$ cat src/rtl/bitctl_pio_pkg.sv
package bitctl_pio_pkg;

  typedef enum logic [1:0] {
    MODE_OUT    = 2'd0,
    MODE_IN     = 2'd1,
    MODE_BIDIR  = 2'd2,
    MODE_BITCTL = 2'd3
  } pio_mode_e;

  localparam logic [3:0] MODE_TAG = 4'hF;

  // Address codes as {A7, A6, A5}.
  localparam logic [2:0] SEL_DATA_A = 3'b000;
  localparam logic [2:0] SEL_DATA_B = 3'b001;
  localparam logic [2:0] SEL_CTRL_A = 3'b010;
  localparam logic [2:0] SEL_CTRL_B = 3'b011;

  function automatic logic is_mode_word(input logic [7:0] b);
    return b[3:0] == MODE_TAG;
  endfunction

  function automatic pio_mode_e mode_field(input logic [7:0] b);
    return pio_mode_e'(b[7:6]);
  endfunction

endpackage

$ cat src/rtl/bitctl_pio_decode.sv
module bitctl_pio_decode #(
  parameter int NPORTS = 2
) (
  input  logic              bus_iorq,
  input  logic              inhibit,
  input  logic              bus_rd,
  input  logic              bus_wr,
  input  logic [2:0]        addr_hi,
  output logic [NPORTS-1:0] wr_data,
  output logic [NPORTS-1:0] wr_ctrl,
  output logic [NPORTS-1:0] rd_data
);
  logic live;

  // Chip enable: request seen (not inhibited) and address bit 7 low.
  assign live = bus_iorq && !inhibit && !addr_hi[2];

  for (genvar p = 0; p < NPORTS; p++) begin : g_sel
    logic hit;
    assign hit        = live && (addr_hi[0] == p[0]);
    assign wr_data[p] = hit && bus_wr && !addr_hi[1];
    assign wr_ctrl[p] = hit && bus_wr &&  addr_hi[1];
    assign rd_data[p] = hit && bus_rd && !addr_hi[1];
  end
endmodule

$ cat src/rtl/bitctl_pio_port.sv
module bitctl_pio_port
  import bitctl_pio_pkg::*;
#(
  parameter int DW = 8
) (
  input  logic          clk,
  input  logic          rst_n,
  input  logic          wr_data,
  input  logic          wr_ctrl,
  input  logic [DW-1:0] wdata,
  input  logic [DW-1:0] pin_in,
  output logic [DW-1:0] out_latch,
  output logic [DW-1:0] oe,
  output logic [DW-1:0] rd_value,
  output logic          mask_load,
  output logic          mode_load
);
  pio_mode_e     mode_q;
  logic [DW-1:0] dir_q;     // 1 = input (bit-control mode only)
  logic [DW-1:0] latch_q;
  logic [DW-1:0] pin_q;
  logic          pend_q;

  function automatic logic [DW-1:0] drive_mask(input pio_mode_e m,
                                               input logic [DW-1:0] dir);
    case (m)
      MODE_OUT:    return '1;
      MODE_BITCTL: return ~dir;
      default:     return '0;
    endcase
  endfunction

  function automatic logic [DW-1:0] read_mix(input logic [DW-1:0] pins,
                                             input logic [DW-1:0] lat,
                                             input logic [DW-1:0] drv);
    return (lat & drv) | (pins & ~drv);
  endfunction

  assign mask_load = wr_ctrl && pend_q;
  assign mode_load = wr_ctrl && !pend_q && is_mode_word(wdata[7:0]);

  always_ff @(posedge clk) begin
    if (!rst_n) begin
      mode_q  <= MODE_IN;
      dir_q   <= '1;
      latch_q <= '0;
      pin_q   <= '0;
      pend_q  <= 1'b0;
    end else begin
      pin_q <= pin_in;
      if (wr_data) latch_q <= wdata;
      if (mask_load) begin
        dir_q  <= wdata;
        pend_q <= 1'b0;
      end else if (mode_load) begin
        mode_q <= mode_field(wdata[7:0]);
        pend_q <= (mode_field(wdata[7:0]) == MODE_BITCTL);
        if (mode_field(wdata[7:0]) == MODE_BITCTL) dir_q <= '1;
      end
    end
  end

  assign out_latch = latch_q;
  assign oe        = drive_mask(mode_q, dir_q);
  assign rd_value  = read_mix(pin_q, latch_q, oe);
endmodule

$ cat src/rtl/bitctl_pio.sv
module bitctl_pio
  import bitctl_pio_pkg::*;
#(
  parameter int DW = 8
) (
  input  logic          clk,
  input  logic          rst_n,
  input  logic          bus_iorq,
  input  logic          inhibit,
  input  logic          bus_rd,
  input  logic          bus_wr,
  input  logic [2:0]    addr_hi,
  input  logic [DW-1:0] wdata,
  output logic [DW-1:0] rdata,
  input  logic [DW-1:0] pa_in,
  output logic [DW-1:0] pa_out,
  output logic [DW-1:0] pa_oe,
  input  logic [DW-1:0] pb_in,
  output logic [DW-1:0] pb_out,
  output logic [DW-1:0] pb_oe
);
  localparam int NPORTS = 2;

  logic [NPORTS-1:0] wr_data, wr_ctrl, rd_data;
  logic [NPORTS-1:0] mask_load, mode_load;
  logic [DW-1:0]     pin_v   [NPORTS];
  logic [DW-1:0]     latch_v [NPORTS];
  logic [DW-1:0]     oe_v    [NPORTS];
  logic [DW-1:0]     rd_v    [NPORTS];

  bitctl_pio_decode #(.NPORTS(NPORTS)) dec_i (
    .bus_iorq(bus_iorq), .inhibit(inhibit), .bus_rd(bus_rd), .bus_wr(bus_wr),
    .addr_hi(addr_hi), .wr_data(wr_data), .wr_ctrl(wr_ctrl), .rd_data(rd_data)
  );

  assign pin_v[0] = pa_in;
  assign pin_v[1] = pb_in;

  for (genvar p = 0; p < NPORTS; p++) begin : g_port
    bitctl_pio_port #(.DW(DW)) port_i (
      .clk(clk), .rst_n(rst_n),
      .wr_data(wr_data[p]), .wr_ctrl(wr_ctrl[p]), .wdata(wdata),
      .pin_in(pin_v[p]),
      .out_latch(latch_v[p]), .oe(oe_v[p]), .rd_value(rd_v[p]),
      .mask_load(mask_load[p]), .mode_load(mode_load[p])
    );
  end

  assign pa_out = latch_v[0];
  assign pa_oe  = oe_v[0];
  assign pb_out = latch_v[1];
  assign pb_oe  = oe_v[1];

  always_comb begin
    rdata = '0;
    for (int p = 0; p < NPORTS; p++)
      if (rd_data[p]) rdata = rd_v[p];
  end
endmodule

$ cat config.mk
export PLATFORM = sky130hd
export DESIGN_NAME = bitctl_pio
export DESIGN_NICKNAME = d
export VERILOG_FILES = /design/src/rtl/bitctl_pio_pkg.sv /design/src/rtl/bitctl_pio_decode.sv /design/src/rtl/bitctl_pio_port.sv /design/src/rtl/bitctl_pio.sv
export SDC_FILE = /design/constraint.sdc
export NUM_CORES = 1
export LEC_CHECK = 0
export ABC_AREA = 1
export BUFFER_PORTS_ARGS = -buffer_cell sky130_fd_sc_hd__buf_4
export CELL_PAD_IN_SITES_DETAIL_PLACEMENT = 1
export CELL_PAD_IN_SITES_GLOBAL_PLACEMENT = 1
export CORE_ASPECT_RATIO = 0.9
export CORE_MARGIN = 2
export CORE_UTILIZATION = 30
export DETAILED_ROUTE_END_ITERATION = 16
export PLACE_DENSITY = 0.64
export SLEW_MARGIN = 15
export SYNTH_ARGS = -nofsm -noshare
export SYNTH_HDL_FRONTEND = slang
export SYNTH_SLANG_ARGS = --single-unit
$ cat constraint.sdc
create_clock -name clk -period 1.5 [get_ports clk]
set_input_delay 0.3 -clock clk [delete_from_list [all_inputs] [get_ports clk]]
set_output_delay 0.3 -clock clk [all_outputs]
set_load 0.01 [all_outputs]
-- Yosys cells after proc, flatten, opt, wreduce, memory -nomap -nowiden
Cells that the tools add are included.
- $add $sub $neg: 0
- $mul: 0
- divide/modulo/power cells: 0
- order comparisons: 0
- eq/ne operators: 4
- shift-type cells: 0
- muxes and demuxes: 9
- bitwise gates (word level): 14
- reduce and logical (&&, ||, !) cells: 37
- operators by type and width (kind ; count):
    8-bit 2-to-1 mux ; 7
    8-bit bitwise AND ; 4
    8-bit inverter ; 4
    8-bit one-hot mux with 2 select lines ; 2
    1-bit logical AND ; 20
    8-bit OR ; 2
    2-bit AND reduction ; 4
    2-bit nonzero test ; 4
    2-bit == test (second input constant) ; 3
    1-bit logical NOT ; 5
    4-bit == test (second input constant) ; 1
    2-bit logical NOT ; 2
    1-bit inverter ; 4
    2-bit OR reduction ; 2
- register bits after elaboration: 54
- latch bits: 0
- RAM bits: 0
- ROM bits: 0
- input bits: 33
- output and inout bits: 40
- word-level logic and storage cells: 74
- memories: 0

-- Longest topological paths before layout
- depth after elaboration: 10
- depth in mapped cells: 8
- depth with buffers taken out: 8

-- By module
From an unflattened synthesis, not the netlist that was laid out.
- cell total of the unflattened synthesis: 401
- area total of the unflattened synthesis: 2635.0 um2
- modules (own cells, without submodules) (module ; times used ; cells each ; area each (um2) ; sequential area each (um2)):
    bitctl_pio_port ; 2 ; 180 ; 1226.2 ; 540.5
    bitctl_pio ; 1 ; 27 ; 120.1 ; 0.0
    bitctl_pio_decode ; 1 ; 14 ; 62.6 ; 0.0

-- Worst setup path after synthesis
OpenSTA, ideal clock, no wires.
- path kind: register to output
- start point: register g_port[1].port_i.mode_q[0]
- end point: output rdata[0]
- arrival time: 1265 ps
- data required time: 1200 ps
- setup slack: -65 ps
- cell stages (with the launch flop): 8
- buffers on the path: 0
- path through: dfxtp_1 > inv_1 > ha_1 > inv_1 > nand2_1 > inv_1 > nor2_1 > o22ai_1
- cells in the longest elaborated chain, start to end: 6
- elaborated cells between the ends (all ways): 8
- those cells by class: eq/ne (1); mux (2); bitwise (4); reduce/logical (1)
- ends and longest elaborated chain (item ; RTL line ; source):
    from (decl) ; bitctl_pio_port.sv:18 ; pio_mode_e mode_q;
    from (signal assigned) ; bitctl_pio_port.sv:56 ; mode_q <= mode_field(wdata[7:0]);
    2-bit == test / 2-bit logical NOT (equally long branches) ; bitctl_pio_port.sv:26 ; case (m)
    8-bit one-hot mux with 2 select lines * ; bitctl_pio_port.sv:26 ;
    via pb_oe[0] ; bitctl_pio.sv:20 ; output logic [DW-1:0] pb_oe
    8-bit inverter ; bitctl_pio_port.sv:36 ; return (lat & drv) | (pins & ~drv);
    8-bit bitwise AND ; bitctl_pio_port.sv:36 ;
    8-bit OR * ; bitctl_pio_port.sv:36 ;
    8-bit 2-to-1 mux * ; bitctl_pio.sv:57 ; if (rd_data[p]) rdata = rd_v[p];
    to (decl) ; bitctl_pio.sv:14 ; output logic [DW-1:0] rdata,
Mark *: on every way through the listed nets, which the timed path passes. The rest lies on a longest branch.

-- Worst setup path after layout
- start point: register g_port[0].port_i.mode_q[1]
- end point: output rdata[6]
- cells in the longest elaborated chain, start to end: 7
- elaborated cells between the ends (all ways): 9
- those cells by class: eq/ne (1); mux (3); bitwise (4); reduce/logical (1)
- ends and longest elaborated chain (item ; RTL line):
    from (decl) ; bitctl_pio_port.sv:18
    from (signal assigned) ; bitctl_pio_port.sv:56
    2-bit == test / 2-bit logical NOT (equally long branches) ; bitctl_pio_port.sv:26
    8-bit one-hot mux with 2 select lines * ; bitctl_pio_port.sv:26
    8-bit inverter ; bitctl_pio_port.sv:36
    8-bit bitwise AND ; bitctl_pio_port.sv:36
    8-bit OR * ; bitctl_pio_port.sv:36
    8-bit 2-to-1 mux * (2 in series) ; bitctl_pio.sv:57
Every way passes the cells marked *; elsewhere a longest branch is shown, timed or not.

==> flow_metrics.env <==
export IMPL_die_area_sq_mm=0.00967
export IMPL_fin_area_sq_mm=0.00418
export IMPL_dpl_instance_area_sq_mm=0.00373
export IMPL_arrival_ns=1.60
export IMPL_hold_depth=3
export IMPL_powerDensity_mw_per_mm2=606
export IMPL_ir_worst_vdd_v=0.000378
export IMPL_fin_skew_ns=0.00196
export IMPL_rsz0062_at_grt="yes"
export IMPL_cts_htree_levels=2
export IMPL_setup_viol_count_final=24
export IMPL_numCtsBuffers=5
export IMPL_clock_latency_ns=0.30
export IMPL_grt_max_degree=22
export IMPL_core_area_sq_mm=0.00861
export IMPL_rows=32
export IMPL_max_stage_delay_ns=0.37
export IMPL_min_path_type="input pin to flop"
export IMPL_tns_ns=-7.22
export IMPL_met2_usage_pct=35.0
export IMPL_layout_nets=522
export IMPL_grt_pass1_wl_um=16000
export IMPL_required_ns=1.20
export IMPL_ys_types=26
export IMPL_cts_root_buf="clkbuf_8"
export IMPL_grtUsageTotal_pct=21.5
export IMPL_multi_input_area_sq_mm=0.00159
export IMPL_worst_pin_slew_ns=0.381
export IMPL_ys_ff_latch=54
export IMPL_first_iter_violations=74
export IMPL_dp_hpwl_um=7460
export IMPL_die_h_um=93.5
export IMPL_antenna_found_initial=0
export IMPL_cpLargestDelayFamily="flip-flops"
export IMPL_cts_tree="done"
export IMPL_cp_depth=7
export IMPL_clk_path_buf_depth=2
export IMPL_synth_nets=413
export IMPL_clock_sinks=54
export IMPL_end_kind="output port"
export IMPL_drive_gt1_share_pct=46.8
export IMPL_first_pass_iters=4
export IMPL_drv_slew=0
export IMPL_seqCellArea_sq_mm=0.00110
export IMPL_ys_warn_count=0
export IMPL_wl_per_cell_um=16.4
export IMPL_drt_vias_per_instance=4.90
export IMPL_drt_total_wl_um=9920
export IMPL_fill_cells=1055
export IMPL_holdWs_ns=0.174
export IMPL_outcome="finished, violations left"
export IMPL_busiest_layer="met2"
export IMPL_antenna_cells=0
export IMPL_worst_path_max_delay_cell="dfxtp_4"
export IMPL_path_cells="inv_2 -> ha_4 -> a21oi_4 -> buf_6 -> nor3_2 -> o22ai_2 -> buf_4"
export IMPL_drc_errors=0
export IMPL_path_max_fanout=3
export IMPL_fin_ws_ns=-0.404
export IMPL_violations="negative setup slack"
export IMPL_fmax_mhz=525
export IMPL_synth_seq_area_share_pct=40.5
export IMPL_crit_type="flop to output port"
export IMPL_hold_viol=0
export IMPL_r2r_cells=4
export IMPL_start_util_pct=31.0
export IMPL_leakagePower_uw=0.00213
export IMPL_max_slew_margin_rel_pct=74.6
export IMPL_area_delta_synth_final_pct=56.4
export IMPL_io_buffers=72
export IMPL_min_period_ns=1.90
export IMPL_syn_avg_cell_area_sq_um=7.10
export IMPL_ant_nets=0
export IMPL_critPathBufInv=3
export IMPL_first_global_vias=3052
export IMPL_cp_start_kind="flop"
export IMPL_die_x_um=103
export IMPL_timing_final_crit_share_pct=127
export IMPL_io_pins=73
export IMPL_vias=2960
export IMPL_syn_inst=376
export IMPL_hold_buffers=0
export IMPL_syn_area_sq_mm=0.00267
export IMPL_grt_overflow=0
export IMPL_cap_viol_max_count=0
export IMPL_path_clk_slew_ns=0.09
export IMPL_grtUsageMet3_pct=3.36
export IMPL_use_met1_pct=29.1
export IMPL_globalplace_congestion=0.867
registers in the layout, summed over array words and instances (netlist names):
signal and cells:
g_port.port_i.pend_q 2, g_port.port_i.pin_q 16, g_port.port_i.dir_q 16, g_port.port_i.out_latch 16, g_port.port_i.mode_q 4
worst min-delay path: stages:
cell	delay (ns)
buf_4	0.08
nand2_1	0.04
inv_1	0.04
metal layers:
layer | vias up | routed length (um) | part of all wire (%)
met3 | 19 | 468 | 4.7
met4 | 0 | 217 | 2.2
met5 | - | 0 | 0
met1 | 1424 | 4470 | 45
li1 | 1453 | - | -
met2 | 64 | 4770 | 48
metrics by stage:
step           std cells  worst slack (ns)  power, uW  util (%)
2_1_floorplan        376            0.0146       1620         -
3_3_place_gp         597            -0.263       1780      43.3
3_5_place_dp         597            -0.301       1780      43.3
4_1_cts              604            -0.390       2550      46.6
5_1_grt              604            -0.470       2640      48.5
6_report             604            -0.404       2530      48.5
synth_stat cells:
cell type / n / share of area, %
inv_1: 65 / 9.1
nand3_1: 59 / 11
dfxtp_1: 54 / 41
nand2_1: 54 / 7.6
o21ai_0: 40 / 7.5
nor2_1: 21 / 3.0
a21oi_1: 20 / 3.8
nand4_1: 9 / 2.1
o22ai_1: 8 / 1.9
buf_4: 6 / 1.7
clkbuf_1: 6 / 0.84
nand4_2: 5 / 2.3
nor2_2: 5 / 1.2
ha_1: 4 / 1.9
buf_2: 3 / 0.56
nand2_2: 3 / 0.70
a21oi_2: 2 / 0.66
nand3_2: 2 / 0.75
o211ai_1: 2 / 0.56
o21ai_1: 2 / 0.38
a31oi_1: 1 / 0.23
inv_2: 1 / 0.14
nor2_4: 1 / 0.42
nor3_1: 1 / 0.19
nor3_2: 1 / 0.38
nor3_4: 1 / 0.61
power by group:
part,switching (uW),total [uW],internal [uW],leakage (uW)
registers,15.0,1470,1450,0.000442
clock network,456,779,323,0.0000383
logic,157,282,125,0.00165
cells by family after synthesis:
kind of cell / synth area share [%]
fa+ha+maj: 1.88
simple gates: 30.3
compound gates: 15.0
flops: 40.5
buf+inv: 12.4
layout by cell type (no fill, tap or decap), types with 10 or more instances in the layout:
cell,n
nor2_2,13
buf_6,10
inv_2,13
inv_1,46
o21ai_2,16
nor2_1,12
o21ai_0,16
dfxtp_1,50
nand3_1,59
nand2_2,16
buf_4,102
a21oi_1,19
nand2_1,36
timing repair:
item / CTS / global route
pin swaps: 13 / 8
endpoints found under the hold margin: 0 / 0
endpoints found under the setup margin: 24 / 29
setup buffers: 1 / 1
resized for setup: 100 / 44
worst paths after layout:
path	end	startpoint	slack, ns
min	g_port[0].port_i.pin_q[5]	pa_in[5]	0.17
max	rdata[6]	g_port[0].port_i.mode_q[1]	-0.40
max reg2reg	g_port[1].port_i.dir_q[5]	g_port[1].port_i.pend_q	0.16
min reg2reg	g_port[0].port_i.dir_q[6]	g_port[0].port_i.dir_q[6]	0.51
layout make-up:
class	instances	share of cell area [%]
Sequential cell	54	26.3
Clock buffer	7	1.83
Timing Repair Buffer	117	23.4
Inverter	66	6.95
Tap cell	119	3.57
Multi-Input combinational cell	241	38.0
Power figures use the tool's default switching activity.
